--- config.mk ---
export PLATFORM = sky130hd
export DESIGN_NAME = irq_msg_scanner
export DESIGN_NICKNAME = d
export VERILOG_FILES = /design/src/rtl/dlv_pkg.sv /design/src/rtl/dlv_pick.sv /design/src/rtl/dlv_ctrl.sv /design/src/rtl/dlv_path.sv /design/src/rtl/irq_msg_scanner.sv
export SDC_FILE = /design/constraint.sdc
export NUM_CORES = 1
export LEC_CHECK = 0
export BUFFER_PORTS_ARGS = -buffer_cell sky130_fd_sc_hd__buf_4
export CAP_MARGIN = 20
export CORE_ASPECT_RATIO = 0.5
export CORE_MARGIN = 1
export CORE_UTILIZATION = 30
export DETAILED_ROUTE_END_ITERATION = 12
export PLACE_DENSITY = 0.7
export SLEW_MARGIN = 20
export SYNTH_ARGS = -nofsm -noshare
export SYNTH_HDL_FRONTEND = slang
export SYNTH_HIERARCHICAL = 1
export SYNTH_SLANG_ARGS = --single-unit
export TNS_END_PERCENT = 20
--- constraint.sdc ---
create_clock -name clk -period 4.17 [get_ports clk]
set_input_delay 0 -clock clk [delete_from_list [all_inputs] [get_ports clk]]
set_output_delay 0 -clock clk [all_outputs]
set_load 0.01 [all_outputs]
--- src/rtl/dlv_pkg.sv ---
package dlv_pkg;
  // target word field layout, fixed by the message format
  localparam int TGT_W       = 32;
  localparam int HART_LSB    = 18;
  localparam int HART_W      = 14;
  localparam int GUEST_LSB   = 12;
  localparam int GUEST_W     = 6;
  localparam int EIID_W      = 11;
  localparam int BUSY_BIT    = 12;
  localparam int IDX_FIELD_W = 8;

  localparam logic [TGT_W-1:0] GUEST_MASK =
    TGT_W'(((1 << GUEST_W) - 1) << GUEST_LSB);

  // strobes from control to datapath
  typedef struct packed {
    logic                   loadGen;
    logic                   loadSrc;
    logic [IDX_FIELD_W-1:0] srcIdx;
  } dlvStb_t;
endpackage

--- src/rtl/dlv_pick.sv ---
module dlv_pick #(
  parameter int N     = 8,
  parameter int IDX_W = 4
) (
  input  logic [N-1:0]     req,
  output logic             any,
  output logic [IDX_W-1:0] idx
);
  // lowest set request wins
  always_comb begin
    idx = '0;
    for (int i = N - 1; i >= 0; i--) begin
      if (req[i]) idx = IDX_W'(i);
    end
  end

  assign any = |req;
endmodule

--- src/rtl/dlv_ctrl.sv ---
module dlv_ctrl
  import dlv_pkg::*;
#(
  parameter int N_SRC = 8,
  parameter int IDX_W = $clog2(N_SRC + 1)
) (
  input  logic             clk,
  input  logic             rstN,
  input  logic             domainEn,
  input  logic [N_SRC-1:0] srcEn,
  input  logic [N_SRC-1:0] srcPend,
  input  logic             rescanReq,
  input  logic             evtValid,
  input  logic [IDX_W-1:0] evtIdx,
  input  logic             genWr,
  input  logic             msgBusy,
  output dlvStb_t          stb,
  output logic             genPend
);
  localparam int FULL = 2 ** IDX_W;
  localparam logic [IDX_W-1:0] FIRST_IDX = IDX_W'(1);
  localparam logic [IDX_W-1:0] LAST_IDX  = IDX_W'(N_SRC - 1);

  logic             genReqQ;
  logic             scanOnQ;
  logic [IDX_W-1:0] scanIdxQ;
  logic [N_SRC-1:0] hintQ;

  logic             hintAny;
  logic [IDX_W-1:0] hintIdx;
  logic             slotFree, doGen, doHint, doScan, hit;
  logic [IDX_W-1:0] chkIdx;
  logic [FULL-1:0]  readyFull, evtFull, servedFull;
  logic [N_SRC-1:0] evtMask, servedMask;

  dlv_pick #(.N(N_SRC), .IDX_W(IDX_W)) i_pick (
    .req (hintQ),
    .any (hintAny),
    .idx (hintIdx)
  );

  always_comb begin
    readyFull  = FULL'(srcEn & srcPend);
    slotFree   = !msgBusy;
    doGen      = slotFree && genReqQ;
    doHint     = slotFree && !genReqQ && domainEn && hintAny;
    doScan     = slotFree && !genReqQ && domainEn && !hintAny && scanOnQ;
    chkIdx     = doHint ? hintIdx : scanIdxQ;
    hit        = (doHint || doScan) && readyFull[chkIdx];
    evtFull    = FULL'(1) << evtIdx;
    evtMask    = evtValid ? (N_SRC'(evtFull) & ~N_SRC'(1)) : '0;
    servedFull = FULL'(1) << hintIdx;
    servedMask = doHint ? N_SRC'(servedFull) : '0;
  end

  always_comb begin
    stb.loadGen = doGen;
    stb.loadSrc = hit;
    stb.srcIdx  = IDX_FIELD_W'(chkIdx);
  end

  assign genPend = genReqQ;

  always_ff @(posedge clk) begin
    if (!rstN) begin
      genReqQ  <= 1'b0;
      scanOnQ  <= 1'b0;
      scanIdxQ <= FIRST_IDX;
      hintQ    <= '0;
    end else begin
      if (genWr)      genReqQ <= 1'b1;
      else if (doGen) genReqQ <= 1'b0;

      if (!domainEn) hintQ <= '0;
      else           hintQ <= (hintQ & ~servedMask) | evtMask;

      if (rescanReq) begin
        scanOnQ  <= 1'b1;
        scanIdxQ <= FIRST_IDX;
      end else if (!domainEn) begin
        scanOnQ <= 1'b0;
      end else if (doScan) begin
        if (scanIdxQ == LAST_IDX) scanOnQ <= 1'b0;
        else                      scanIdxQ <= scanIdxQ + IDX_W'(1);
      end
    end
  end

  // no source delivery while the domain is disabled
  a_r2_quiet_domain: assert property (@(posedge clk) disable iff (!rstN)
    !domainEn |-> !stb.loadSrc);

  // delivered source numbers stay inside 1..N-1
  a_r5_idx_range: assert property (@(posedge clk) disable iff (!rstN)
    stb.loadSrc |-> (stb.srcIdx != '0) && (int'(stb.srcIdx) < N_SRC));

  // a waiting generate request never loses the slot to a source
  a_r9_gen_first: assert property (@(posedge clk) disable iff (!rstN)
    (genPend && !msgBusy) |-> (stb.loadGen && !stb.loadSrc));
endmodule

--- src/rtl/dlv_path.sv ---
module dlv_path
  import dlv_pkg::*;
#(
  parameter int N_SRC = 8,
  parameter int IDX_W = $clog2(N_SRC + 1)
) (
  input  logic               clk,
  input  logic               rstN,
  input  dlvStb_t            stb,
  input  logic               genPend,
  input  logic               genWr,
  input  logic [TGT_W-1:0]   genWrData,
  input  logic [N_SRC*TGT_W-1:0] tgtFlat,
  input  logic               msgReady,
  output logic               msgValid,
  output logic [HART_W-1:0]  msgHart,
  output logic [GUEST_W-1:0] msgGuest,
  output logic [EIID_W-1:0]  msgEiid,
  output logic               consumeValid,
  output logic [IDX_W-1:0]   consumeIdx,
  output logic [TGT_W-1:0]   genReadback
);
  localparam int FULL = 2 ** IDX_W;

  logic [TGT_W-1:0]   tgtArr [FULL];
  logic [TGT_W-1:0]   tgtSel;
  logic [TGT_W-1:0]   genStoreQ;
  logic               msgValidQ, msgIsGenQ;
  logic [HART_W-1:0]  msgHartQ;
  logic [GUEST_W-1:0] msgGuestQ;
  logic [EIID_W-1:0]  msgEiidQ;
  logic               busy;

  for (genvar g = 0; g < FULL; g++) begin : g_tgt
    if (g < N_SRC) begin : g_real
      assign tgtArr[g] = tgtFlat[g*TGT_W +: TGT_W];
    end else begin : g_none
      assign tgtArr[g] = '0;
    end
  end

  assign tgtSel = tgtArr[stb.srcIdx[IDX_W-1:0]];

  always_ff @(posedge clk) begin
    if (!rstN) begin
      genStoreQ <= '0;
      msgValidQ <= 1'b0;
      msgIsGenQ <= 1'b0;
      msgHartQ  <= '0;
      msgGuestQ <= '0;
      msgEiidQ  <= '0;
    end else begin
      if (genWr) genStoreQ <= genWrData & ~GUEST_MASK;

      if (stb.loadGen) begin
        msgValidQ <= 1'b1;
        msgIsGenQ <= 1'b1;
        msgHartQ  <= genStoreQ[HART_LSB +: HART_W];
        msgGuestQ <= '0;
        msgEiidQ  <= genStoreQ[EIID_W-1:0];
      end else if (stb.loadSrc) begin
        msgValidQ <= 1'b1;
        msgIsGenQ <= 1'b0;
        msgHartQ  <= tgtSel[HART_LSB +: HART_W];
        msgGuestQ <= tgtSel[GUEST_LSB +: GUEST_W];
        msgEiidQ  <= tgtSel[EIID_W-1:0];
      end else if (msgValidQ && msgReady) begin
        msgValidQ <= 1'b0;
      end
    end
  end

  assign busy         = genPend || (msgValidQ && msgIsGenQ);
  assign genReadback  = genStoreQ | (TGT_W'(busy) << BUSY_BIT);
  assign msgValid     = msgValidQ;
  assign msgHart      = msgHartQ;
  assign msgGuest     = msgGuestQ;
  assign msgEiid      = msgEiidQ;
  assign consumeValid = stb.loadSrc;
  assign consumeIdx   = stb.srcIdx[IDX_W-1:0];

  // a stalled message holds still
  a_r8_hold: assert property (@(posedge clk) disable iff (!rstN)
    (msgValidQ && !msgReady) |=> (msgValidQ && $stable(msgHartQ)
      && $stable(msgGuestQ) && $stable(msgEiidQ)));

  // no consume while the slot is occupied
  a_r8_no_consume_busy: assert property (@(posedge clk) disable iff (!rstN)
    msgValidQ |-> !consumeValid);

  // every consume pulse is followed by a presented message
  a_r3_consume_loads: assert property (@(posedge clk) disable iff (!rstN)
    consumeValid |=> msgValidQ);

  // software messages always carry guest index zero
  a_r7_guest_zero: assert property (@(posedge clk) disable iff (!rstN)
    (msgValidQ && msgIsGenQ) |-> (msgGuestQ == '0));
endmodule

--- src/rtl/irq_msg_scanner.sv ---
module irq_msg_scanner
  import dlv_pkg::*;
#(
  parameter int N_SRC = 8,
  parameter int IDX_W = $clog2(N_SRC + 1)
) (
  input  logic                   clk,
  input  logic                   rstN,
  input  logic                   domainEn,
  input  logic [N_SRC-1:0]       srcEn,
  input  logic [N_SRC-1:0]       srcPend,
  input  logic [N_SRC*32-1:0]    tgtFlat,
  input  logic                   regWrite,
  input  logic                   evtValid,
  input  logic [IDX_W-1:0]       evtIdx,
  input  logic                   genWr,
  input  logic [31:0]            genWrData,
  output logic [31:0]            genReadback,
  output logic                   msgValid,
  input  logic                   msgReady,
  output logic [13:0]            msgHart,
  output logic [5:0]             msgGuest,
  output logic [10:0]            msgEiid,
  output logic                   consumeValid,
  output logic [IDX_W-1:0]       consumeIdx
);
  dlvStb_t stb;
  logic    genPend;

  dlv_ctrl #(.N_SRC(N_SRC), .IDX_W(IDX_W)) i_ctrl (
    .clk       (clk),
    .rstN      (rstN),
    .domainEn  (domainEn),
    .srcEn     (srcEn),
    .srcPend   (srcPend),
    .rescanReq (regWrite || genWr),
    .evtValid  (evtValid),
    .evtIdx    (evtIdx),
    .genWr     (genWr),
    .msgBusy   (msgValid),
    .stb       (stb),
    .genPend   (genPend)
  );

  dlv_path #(.N_SRC(N_SRC), .IDX_W(IDX_W)) i_path (
    .clk          (clk),
    .rstN         (rstN),
    .stb          (stb),
    .genPend      (genPend),
    .genWr        (genWr),
    .genWrData    (genWrData),
    .tgtFlat      (tgtFlat),
    .msgReady     (msgReady),
    .msgValid     (msgValid),
    .msgHart      (msgHart),
    .msgGuest     (msgGuest),
    .msgEiid      (msgEiid),
    .consumeValid (consumeValid),
    .consumeIdx   (consumeIdx),
    .genReadback  (genReadback)
  );
endmodule

==> summary.md <==
| Metric | Value |
|---|---|
| Largest delay contributor family on the critical path | simple AND/OR/NAND/NOR gates |
| Data arrival time of the worst path | 3.80 ns |
| Post-CTS Resized | 0 |
| Syn-to-layout area delta | 66.9% |
| Skew-Pair Late Insertion Delay | 0.33 ns |
| Die Height | 93.8 µm |
| WL final | 21.8 mm |
| # IOs | 384 |
| Setup bufs post-CTS | 0 |
| Antenna diodes | 0 |
| Hold WC Path Type | in2reg |
| Setup WS pre-CTS | 0.684 ns |
| Reg2Reg Depth | 13 |
| Yosys warnings | 6 |
| Reg-to-reg slack, setup | 0.55 ns |
| Switching Share | 0.248 |
| Die W | 186 µm |
| Crit path capture type | flop |
| Logic pwr share | 0.263 |
| Tot GR Track Use | 0.246 |
| Hold_sp | domainEn |
| Hold Crit Endpoint | i_ctrl/scanOnQ$_SDFFE_PN0P_ |
| Worst R2R Start | i_ctrl/hintQ[4]$_SDFF_PN0_ |
| Synth Instances | 469 |
| Post-DP HPWL | 17.5 mm |
| Total negative slack | 0 ns |
| R2R Path End | i_path/msgHart[0]$_SDFFE_PN0P_ |
| Grt ovf | 0 |
| Worst-margin pin slew | 0.997 ns |
| Vias per cell | 5.18 |
| CTS root buffer | clkbuf_16 |
| Clock network fraction of total power | 0.373 |
| Leading cell types in the layout, fill and taps excluded | 374 x buf_4, 73 x dfxtp_1, 44 x a22oi_1 |
| Worst Path Max Fanout | 14 |
| Vias in the first global route | 5449 |
| Sequential Power Share | 0.363 |
| Clock tree from TritonCTS | yes |
| Inserted Clock Buffers | 9 |
| Leak | 3.85 nW |
| Count of final max-slew check failures | 0 |
| CP most frequent cell | buf_4 |
| Status | complete, no violations |
| VDD IR max | 0.189 mV |
| Critical path, cell by cell | nor4_2 -> nand3_1 -> and4bb_1 -> mux2i_1 -> inv_1 -> o2111ai_1 -> and4b_1 -> nor2b_1 -> buf_4 -> and3b_1 -> buf_4 -> a22oi_1 -> o21ai_0 |
| Net load switching power | 511 µW |
| CORE AREA | 16400 µm² |
| Filler instances | 1504 |
| Skew final | 0.00828 ns |
| Initial core utilization | 0.308 |
| Final Cycle Share | 0.869 |
| Hold path depth | 3 |
| Max-cap violations | 0 |
| Internal cell power | 1.55 mW |
| Largest net degree at the start of global routing | 60 |
| RSZ-0062 raised after global routing | false |
| H-tree levels | 3 |
| Final min period | 3.62 ns |
| Share of cells above drive strength 1 | 0.517 |
| Final number of setup-violating endpoints | 0 |
| Worst path required time | 4.35 ns |
| Worst-path clk slew | 0.06 ns |
| Max-slew headroom | 0.333 |
| FF/Latch Area | 1460 µm² |
| Final Hold Fails | 0 |
| Wirelength per Cell | 20.3 µm |
| Buf/Inv on CP | 3 |
| 1st-iter DRT viols | 422 |
| Slowest cell on crit path | inv_1 |
| Cell Rows | 33 |
| Global-route wire length before repair | 31.5 mm |
| Core Util, Final | 0.514 |
| Final net count | 1156 |
| # port buffers | 364 |
| Avg Inst Size Synth | 10.8 µm² |
| Final worst setup slack | 0.547 ns |
| Worst hold margin | 0.0501 ns |
| Initial antenna violation count | 0 |
| Routed Antenna Nets | 0 |
| Post-route DRC | 0 |
| DR pass1 iterations | 4 |
| Area of the multi-input gates | 3210 µm² |
| Die area | 17400 µm² |
| Mapped cell area | 5060 µm² |
| Final GP Congestion | 0.960 |
| Commonest non-fill, non-tap cell in the layout | buf_4 |
| DP Cell Count | 1022 |
| Cell Count, Final, Fillers Out | 1072 |
| Startpoint Class | flop |
| Max Buffers Root-to-Sink | 2 |
| Max Clock Freq | 0.276 GHz |
| Crit Path Category | reg2reg |
| CP peak stage delay | 0.44 ns |
| Vias | 5548 |
| P per Cell Area | 244 nW/µm² |
| Clk sinks | 73 |
[sequential cells by signal (all words and copies together) (netlist names), 4 cells and up]
name              flops
i_path/msgEiid       11
i_path/msgGuest       6
i_path/genStoreQ     26
i_ctrl/hintQ          8
i_ctrl/scanIdxQ       4
i_path/msgHart       14
[worst max-delay path by stage]
| stage | from | to | slack, ns | cells after the start |
|---|---|---|---|---|
| final | i_ctrl/hintQ[4]$_SDFF_PN0_ | i_path/msgHart[0]$_SDFFE_PN0P_ | 0.55 | 13 |
| after CTS | i_ctrl/hintQ[4]$_SDFF_PN0_ | i_path/msgHart[0]$_SDFFE_PN0P_ | 0.66 | 13 |
| after global placement | i_ctrl/hintQ[4]$_SDFF_PN0_ | i_path/msgEiid[8]$_SDFFE_PN0P_ | 0.79 | 13 |
| after floorplan | i_ctrl/hintQ[4]$_SDFF_PN0_ | i_path/msgHart[5]$_SDFFE_PN0P_ | 1.01 | 13 |
| after detailed placement | i_ctrl/hintQ[4]$_SDFF_PN0_ | i_path/msgHart[0]$_SDFFE_PN0P_ | 0.68 | 13 |
| after global routing | i_ctrl/hintQ[4]$_SDFF_PN0_ | i_path/msgHart[5]$_SDFFE_PN0P_ | 0.35 | 13 |
[per-stage QoR]
stage          cell area, µm²  power [mW]
3_3_place_gp             7810        1.27
2_1_floorplan            5070       0.975
3_5_place_dp             7810        1.28
6_report                 8450        2.06
4_1_cts                  8450        2.08
5_1_grt                  8450        2.15
[tightest hold or removal path, cell delays in order]
cell	delay, ns
buf_4	0.10
a31o_2	0.13
and2_1	0.11
[power groups by stage]
stage,clock (mW),combinational [mW],sequential [mW]
2_1_floorplan,0,0.205,0.770
3_3_place_gp,0,0.505,0.763
4_1_cts,0.793,0.540,0.749
5_1_grt,0.823,0.578,0.753
3_5_place_dp,0,0.512,0.764
6_report,0.770,0.544,0.749
[metal layers]
layer	up-vias	GRT usage	part of all wire
met3	42	0.0833	0.088
li1	2566	-	-
met4	0	0.0676	0.022
met2	260	0.371	0.46
met5	-	0	0
met1	2680	0.333	0.43
[area by class of cell]
class,instances,share of cell area
multi-input cells,341,0.380
repair buffers,409,0.375
flip-flops and latches,73,0.173
well taps,227,0.0336
clock buffers,12,0.0292
clock inverters,4,0.00607
inverters,6,0.00296
[timing repair]
| action | 4_1_cts | 5_1_grt |
|---|---|---|
| endpoints found under the hold margin | 36 | 0 |
| hold buffers | 34 | 0 |
| setup endpoints to repair | 0 | 0 |
No activity file was read; power rests on OpenSTA's default activity.
